===== src/rtl/csel_pkg.sv =====
package csel_pkg;

  // Upper bound on channel count carried through the strobe struct
  localparam int CSEL_MAX_CH = 16;
  // Finest window granularity: base registers hold bits above this
  localparam int CSEL_GRAIN = 11;

  typedef struct packed {
    logic [CSEL_MAX_CH-1:0] load;    // one-hot channel write strobe
    logic                   capture; // sample address this edge
    logic                   inReset; // load defaults this edge
  } cselStb_t;

  // Lowest address bit that takes part in the compare for a size code
  function automatic int unsigned cmpLowBit(input logic [2:0] code);
    case (code)
      3'd0:    cmpLowBit = 11;
      3'd1:    cmpLowBit = 13;
      3'd2:    cmpLowBit = 14;
      3'd3:    cmpLowBit = 16;
      3'd4:    cmpLowBit = 17;
      3'd5:    cmpLowBit = 18;
      3'd6:    cmpLowBit = 19;
      default: cmpLowBit = 20;
    endcase
  endfunction

endpackage


===== src/rtl/csel_ctrl.sv =====
module csel_ctrl
  import csel_pkg::*;
#(
  parameter int NUM_CH = 4,
  parameter int CH_W   = 2
) (
  input  logic            rstN,
  input  logic            wrEn,
  input  logic [CH_W-1:0] wrChan,
  input  logic            addrValid,
  output cselStb_t        stb
);

  always_comb begin
    stb         = '0;
    stb.inReset = !rstN;
    stb.capture = rstN && addrValid;
    for (int i = 0; i < NUM_CH; i++) begin
      stb.load[i] = rstN && wrEn && (wrChan == CH_W'(i));
    end
  end

endmodule


===== src/rtl/csel_datapath.sv =====
module csel_datapath
  import csel_pkg::*;
#(
  parameter int NUM_CH  = 4,
  parameter int ADDR_W  = 24,
  parameter int WAIT_W  = 4,
  parameter int BOOT_CH = 0,
  parameter int BASE_W  = ADDR_W - CSEL_GRAIN
) (
  input  logic              clk,
  input  cselStb_t          stb,
  input  logic              bootWide,
  input  logic [BASE_W-1:0] wrBase,
  input  logic [2:0]        wrSize,
  input  logic              wrEnable,
  input  logic              wrPinSel,
  input  logic              wrWide,
  input  logic [WAIT_W-1:0] wrWait,
  input  logic [ADDR_W-1:0] addr,
  output logic [NUM_CH-1:0] selN,
  output logic              ackReq,
  output logic              hitWide,
  output logic [WAIT_W-1:0] hitWait
);

  logic [BASE_W-1:0] baseQ [NUM_CH];
  logic [2:0]        sizeQ [NUM_CH];
  logic [WAIT_W-1:0] waitQ [NUM_CH];
  logic [NUM_CH-1:0] enQ, pinQ, wideQ;
  logic [NUM_CH-1:0] hitNow;

  for (genvar g = 0; g < NUM_CH; g++) begin : gChan
    localparam bit IS_BOOT = (g == BOOT_CH);
    logic [ADDR_W-1:0] cmpMask;

    always_ff @(posedge clk) begin
      if (stb.inReset) begin
        baseQ[g] <= '0;
        sizeQ[g] <= IS_BOOT ? 3'b111 : 3'b000;
        waitQ[g] <= IS_BOOT ? '1 : '0;
        enQ[g]   <= IS_BOOT;
        pinQ[g]  <= IS_BOOT;
        wideQ[g] <= IS_BOOT ? bootWide : 1'b0;
      end else if (stb.load[g]) begin
        baseQ[g] <= wrBase;
        sizeQ[g] <= wrSize;
        waitQ[g] <= wrWait;
        enQ[g]   <= wrEnable;
        pinQ[g]  <= wrPinSel;
        wideQ[g] <= wrWide;
      end
    end

    always_comb cmpMask = {ADDR_W{1'b1}} << cmpLowBit(sizeQ[g]);
    assign hitNow[g] = enQ[g] &&
      (((addr ^ {baseQ[g], {CSEL_GRAIN{1'b0}}}) & cmpMask) == '0);


    load_chk: assert property (@(posedge clk) disable iff (stb.inReset)
      stb.load[g] |=> (baseQ[g] == $past(wrBase)) && (sizeQ[g] == $past(wrSize))
                      && (waitQ[g] == $past(wrWait)) && (enQ[g] == $past(wrEnable)));

    disabled_quiet_chk: assert property (@(posedge clk) disable iff (stb.inReset)
      (stb.capture && !enQ[g]) |=> selN[g]);
  end

  // Lowest-numbered matching channel wins the attributes
  logic              prioWide;
  logic [WAIT_W-1:0] prioWait;
  always_comb begin
    prioWide = 1'b0;
    prioWait = '0;
    for (int i = NUM_CH - 1; i >= 0; i--) begin
      if (hitNow[i]) begin
        prioWide = wideQ[i];
        prioWait = waitQ[i];
      end
    end
  end

  always_ff @(posedge clk) begin
    if (stb.inReset || !stb.capture) begin
      selN    <= '1;
      ackReq  <= 1'b0;
      hitWide <= 1'b0;
      hitWait <= '0;
    end else begin
      selN    <= ~(hitNow & pinQ);
      ackReq  <= |hitNow;
      hitWide <= prioWide;
      hitWait <= prioWait;
    end
  end


  boot_default_chk: assert property (@(posedge clk) disable iff (stb.inReset)
    $fell(stb.inReset) |-> (enQ == (NUM_CH'(1) << BOOT_CH)) && (baseQ[BOOT_CH] == '0)
                           && (sizeQ[BOOT_CH] == 3'b111));

  boot_width_chk: assert property (@(posedge clk) disable iff (stb.inReset)
    $fell(stb.inReset) |-> (wideQ[BOOT_CH] == $past(bootWide)));

  idle_cycle_chk: assert property (@(posedge clk) disable iff (stb.inReset)
    !stb.capture |=> (&selN) && !ackReq);

  sel_needs_ack_chk: assert property (@(posedge clk) disable iff (stb.inReset)
    !(&selN) |-> ackReq);

  idle_attr_chk: assert property (@(posedge clk) disable iff (stb.inReset)
    !ackReq |-> (hitWait == '0) && !hitWide);

endmodule


===== src/rtl/csel_decoder.sv =====
module csel_decoder
  import csel_pkg::*;
#(
  parameter int NUM_CH  = 4,
  parameter int ADDR_W  = 24,
  parameter int WAIT_W  = 4,
  parameter int BOOT_CH = 0,
  parameter int CH_W    = (NUM_CH > 1) ? $clog2(NUM_CH) : 1
) (
  input  logic                       clk,
  input  logic                       rstN,
  input  logic                       bootWide,
  input  logic                       wrEn,
  input  logic [CH_W-1:0]            wrChan,
  input  logic [ADDR_W-CSEL_GRAIN-1:0] wrBase,
  input  logic [2:0]                 wrSize,
  input  logic                       wrEnable,
  input  logic                       wrPinSel,
  input  logic                       wrWide,
  input  logic [WAIT_W-1:0]          wrWait,
  input  logic [ADDR_W-1:0]          addr,
  input  logic                       addrValid,
  output logic [NUM_CH-1:0]          selN,
  output logic                       ackReq,
  output logic                       hitWide,
  output logic [WAIT_W-1:0]          hitWait
);

  cselStb_t stb;

  csel_ctrl #(.NUM_CH(NUM_CH), .CH_W(CH_W)) u_ctrl (
    .rstN(rstN), .wrEn(wrEn), .wrChan(wrChan), .addrValid(addrValid), .stb(stb)
  );

  csel_datapath #(
    .NUM_CH(NUM_CH), .ADDR_W(ADDR_W), .WAIT_W(WAIT_W), .BOOT_CH(BOOT_CH)
  ) u_dp (
    .clk(clk), .stb(stb), .bootWide(bootWide),
    .wrBase(wrBase), .wrSize(wrSize), .wrEnable(wrEnable), .wrPinSel(wrPinSel),
    .wrWide(wrWide), .wrWait(wrWait), .addr(addr),
    .selN(selN), .ackReq(ackReq), .hitWide(hitWide), .hitWait(hitWait)
  );

endmodule


===== config.mk =====
export PLATFORM = sky130hd
export DESIGN_NAME = csel_decoder
export DESIGN_NICKNAME = d
export VERILOG_FILES = /design/src/rtl/csel_pkg.sv /design/src/rtl/csel_ctrl.sv /design/src/rtl/csel_datapath.sv /design/src/rtl/csel_decoder.sv
export SDC_FILE = /design/constraint.sdc
export NUM_CORES = 1
export LEC_CHECK = 0
export BUFFER_PORTS_ARGS = -buffer_cell sky130_fd_sc_hd__buf_2
export CORE_MARGIN = 2
export CORE_UTILIZATION = 57
export CTS_CLUSTER_DIAMETER = 60
export DETAILED_ROUTE_END_ITERATION = 16
export HOLD_SLACK_MARGIN = 0.1
export PLACE_DENSITY = 0.88
export SLEW_MARGIN = 15
export SYNTH_ARGS = -nofsm -noshare
export SYNTH_HDL_FRONTEND = slang
export SYNTH_SLANG_ARGS = --single-unit

===== constraint.sdc =====
create_clock -name clk -period 2.9 [get_ports clk]
set_input_delay 0.145 -clock clk [delete_from_list [all_inputs] [get_ports clk]]
set_output_delay 0.145 -clock clk [all_outputs]
set_load 0.02 [all_outputs]

==> run metrics <==
status complete, no violations; CP arrival 2.56 ns; CP Launch Type flop; Die Area 0.00887 mm^2; CTS H-tree depth 3; crit end category flop; Worst EP required 3.16 ns; core box area 0.00781 mm^2; GP Congestion 0.896; ys async rst share 0%; Rows 32; Leak 0.00203 uW; number of global-route vias before repair 3,307; syn avg cell area 12.2 um^2; layout cells sized above 1 18.5%; final core utilization 70.1%; Setup violations, final 0; total CTS buffers 9; worst vdd ir around 0.26 mV; Slew HR 57.1%; GRT Residual Overflow 0; filler cell count 536; Post-Syn Area ~0.0046 mm^2; initial DRC count 380; Worst Skew 0.0145 ns; Total GRT Usage about a quarter; Die X 94.2 um; CTS sink cnt 102; # DRC 0; max_cap viols 0; PortBufs 52; P&R area growth vs syn 18.0%; largest net degree at the start of global routing 26; Final HPWL DP 6640 um; Power Density 527 mW/mm^2; Die Y around 94 um; wire length per cell 18.3 um; post-cts sizing count 0; CTS tree yes; final wirelength around 10,000 um; Initial Util 59.4%; via count roughly 3,200; post-synthesis instance total 380; predominant post-synthesis flop cell edfxtp_1; # IOs 64; setup_tns 0 ns; fin. max-slew vios 0; first-pass GRT wire length 16,500 um; Final ANT Viol Nets 0; Worst Hold Class in2reg; routed vias/inst around 5.7; post-layout min period 2.29 ns; DRT Pass-1 Iters 6; nets 514; Crit path largest cell delay 0.56 ns; CP max stage cell nor4_1; Worst Path Max Fanout 7; synth unique cells 42; critical path class reg2reg; root buffer cell clkbuf_8; Post-Synthesis Net Count 434; setup repair after global routing missed its margin no; number of diodes 0; final hold vios 0; Max Root-Sink Buffers 2; Synth Warn # 0; sequential fraction of the synthesis area 61.5%; CP cell instances xnor2_1 > nand3_1 > nor4_1 > and3_1 > nand3_1 > a311oi_1; EDFF count, synth 81; #FFs+latches synth 102; Worst-Skew Late Latency 0.38 ns; Peak Freq 0.436 GHz; initial antenna violation count 0; most frequent CP cell nand3_1; Reg clk slew, reported paths roughly 0.1 ns; Tcrit/Tclk final 79.0%; Worst Tran Pin Value 0.635 ns
[critical path, delay by kind of cell, from the launching register on]
family	cells	cell delay (ns)
AND/OR/NAND/NOR	4	1.24
XOR/XNOR	1	0.18
AO/OA/AOI/OAI	1	0.34
flip-flops	1	0.43
[state kept, by name, summed over array words and instances, names as in the netlist]
register      cells
u_dp.sizeQ       12
u_dp.wideQ        4
u_dp.hitWide      1
u_dp.enQ          4
u_dp.selN         4
u_dp.pinQ         4
u_dp.waitQ       16
u_dp.ackReq       1
u_dp.baseQ       52
u_dp.hitWait      4
[worst paths after layout]
path	startpoint	end	slack [ns]	depth (start not counted)
max	u_dp.baseQ[2][9]$_SDFFCE_PN0P_	u_dp.hitWide$_SDFF_PP0_	0.61	6
min	wrBase[12]	u_dp.baseQ[3][12]$_SDFFCE_PN0P_	0.10	2
max reg2reg	u_dp.baseQ[2][9]$_SDFFCE_PN0P_	u_dp.hitWide$_SDFF_PP0_	0.61	6
min reg2reg	u_dp.pinQ[0]$_SDFFE_PN1P_	u_dp.selN[0]$_SDFF_PP1_	0.41	1
[stage by stage]
stage	worst slack, ns	hold slack [ns]	std cells	cell area (um^2)	power, uW
final	0.608	0.100	567	5470	2880
after floorplan	0.746	0.254	380	4640	1900
after global placement	0.820	0.381	527	5050	2010
after detailed placement	0.705	0.383	527	5050	2020
after global routing	0.505	0.110	567	5470	2990
after CTS	0.663	0.101	567	5470	2890
[area by class of cell]
class	count	area, um^2	area share [%]
Tap cell	102	128	2.33
Clock buffer	9	124	2.26
Sequential cell	102	2850	52.1
Multi-Input combinational cell	256	1710	31.3
Inverter	5	18.8	0.343
Timing Repair Buffer	86	576	10.5
Clock inverter	7	63.8	1.17
[cell families (layout without fill, tap and decap cells)]
family                 Yosys count  in the layout  synth area share, %
AND/OR/NAND/NOR                150            150                 18.4
flip-flops                     102            102                 61.5
multiplexers                     8              8                 1.78
buffers and inverters           22            107                 1.97
AO/OA/AOI/OAI                   46             46                 6.50
XOR/XNOR                        52             52                 9.82
[what timing repair did]
item                                   in CTS  in global routing
endpoints found under the hold margin      77                  0
hold buffers                               24                  0
buffers inserted                            0                  0
[power breakdown]
group	switching, uW	internal, uW	leakage [uW]
Combinational	167	139	0.000976
Sequential	47.2	1670	0.000956
Clock	531	334	0.0000986
[cell usage after synthesis, types with 3 or more instances]
master / n / share of area [%]
edfxtp_1: 81 / 52
and2_1: 76 / 10
xnor2_1: 35 / 6.6
dfxtp_1: 21 / 9.1
nand2_1: 20 / 1.6
xor2_1: 17 / 3.2
clkbuf_1: 14 / 1.1
nand3_1: 14 / 1.5
o21ai_0: 12 / 1.3
a21oi_1: 11 / 1.2
nand2b_1: 9 / 1.2
nor2_1: 7 / 0.57
mux2i_1: 6 / 1.3
inv_1: 5 / 0.40
nor3_1: 5 / 0.54
and3_1: 4 / 0.54
nand4_1: 4 / 0.54
nor2b_1: 4 / 0.54
a211oi_1: 3 / 0.49
[metal layers]
metal  routed length [um]  vias up  global-route usage [%]
met5                    0        -                       0
met4                  320        0                    10.9
met3                  806       29                    6.18
met2                 5180      156                    42.1
met1                 4050     1562                    32.2
li1                     -     1499                       -
[cells in the final DEF, fill, tap and decap left out, drive strengths merged, types with 9 or more instances in the layout]
cell         netlist  final
a21oi             11     11
and2              76     76
buf                2     62
clkbuf            15      9
dfxtp             21     21
dlygate4sd3        0     24
edfxtp            81     81
inv                5     10
nand2             20     20
nand2b             9      9
nand3             14     14
o21ai             14     14
xnor2             35     35
xor2              17     17
Power figures use the tool's default switching activity.
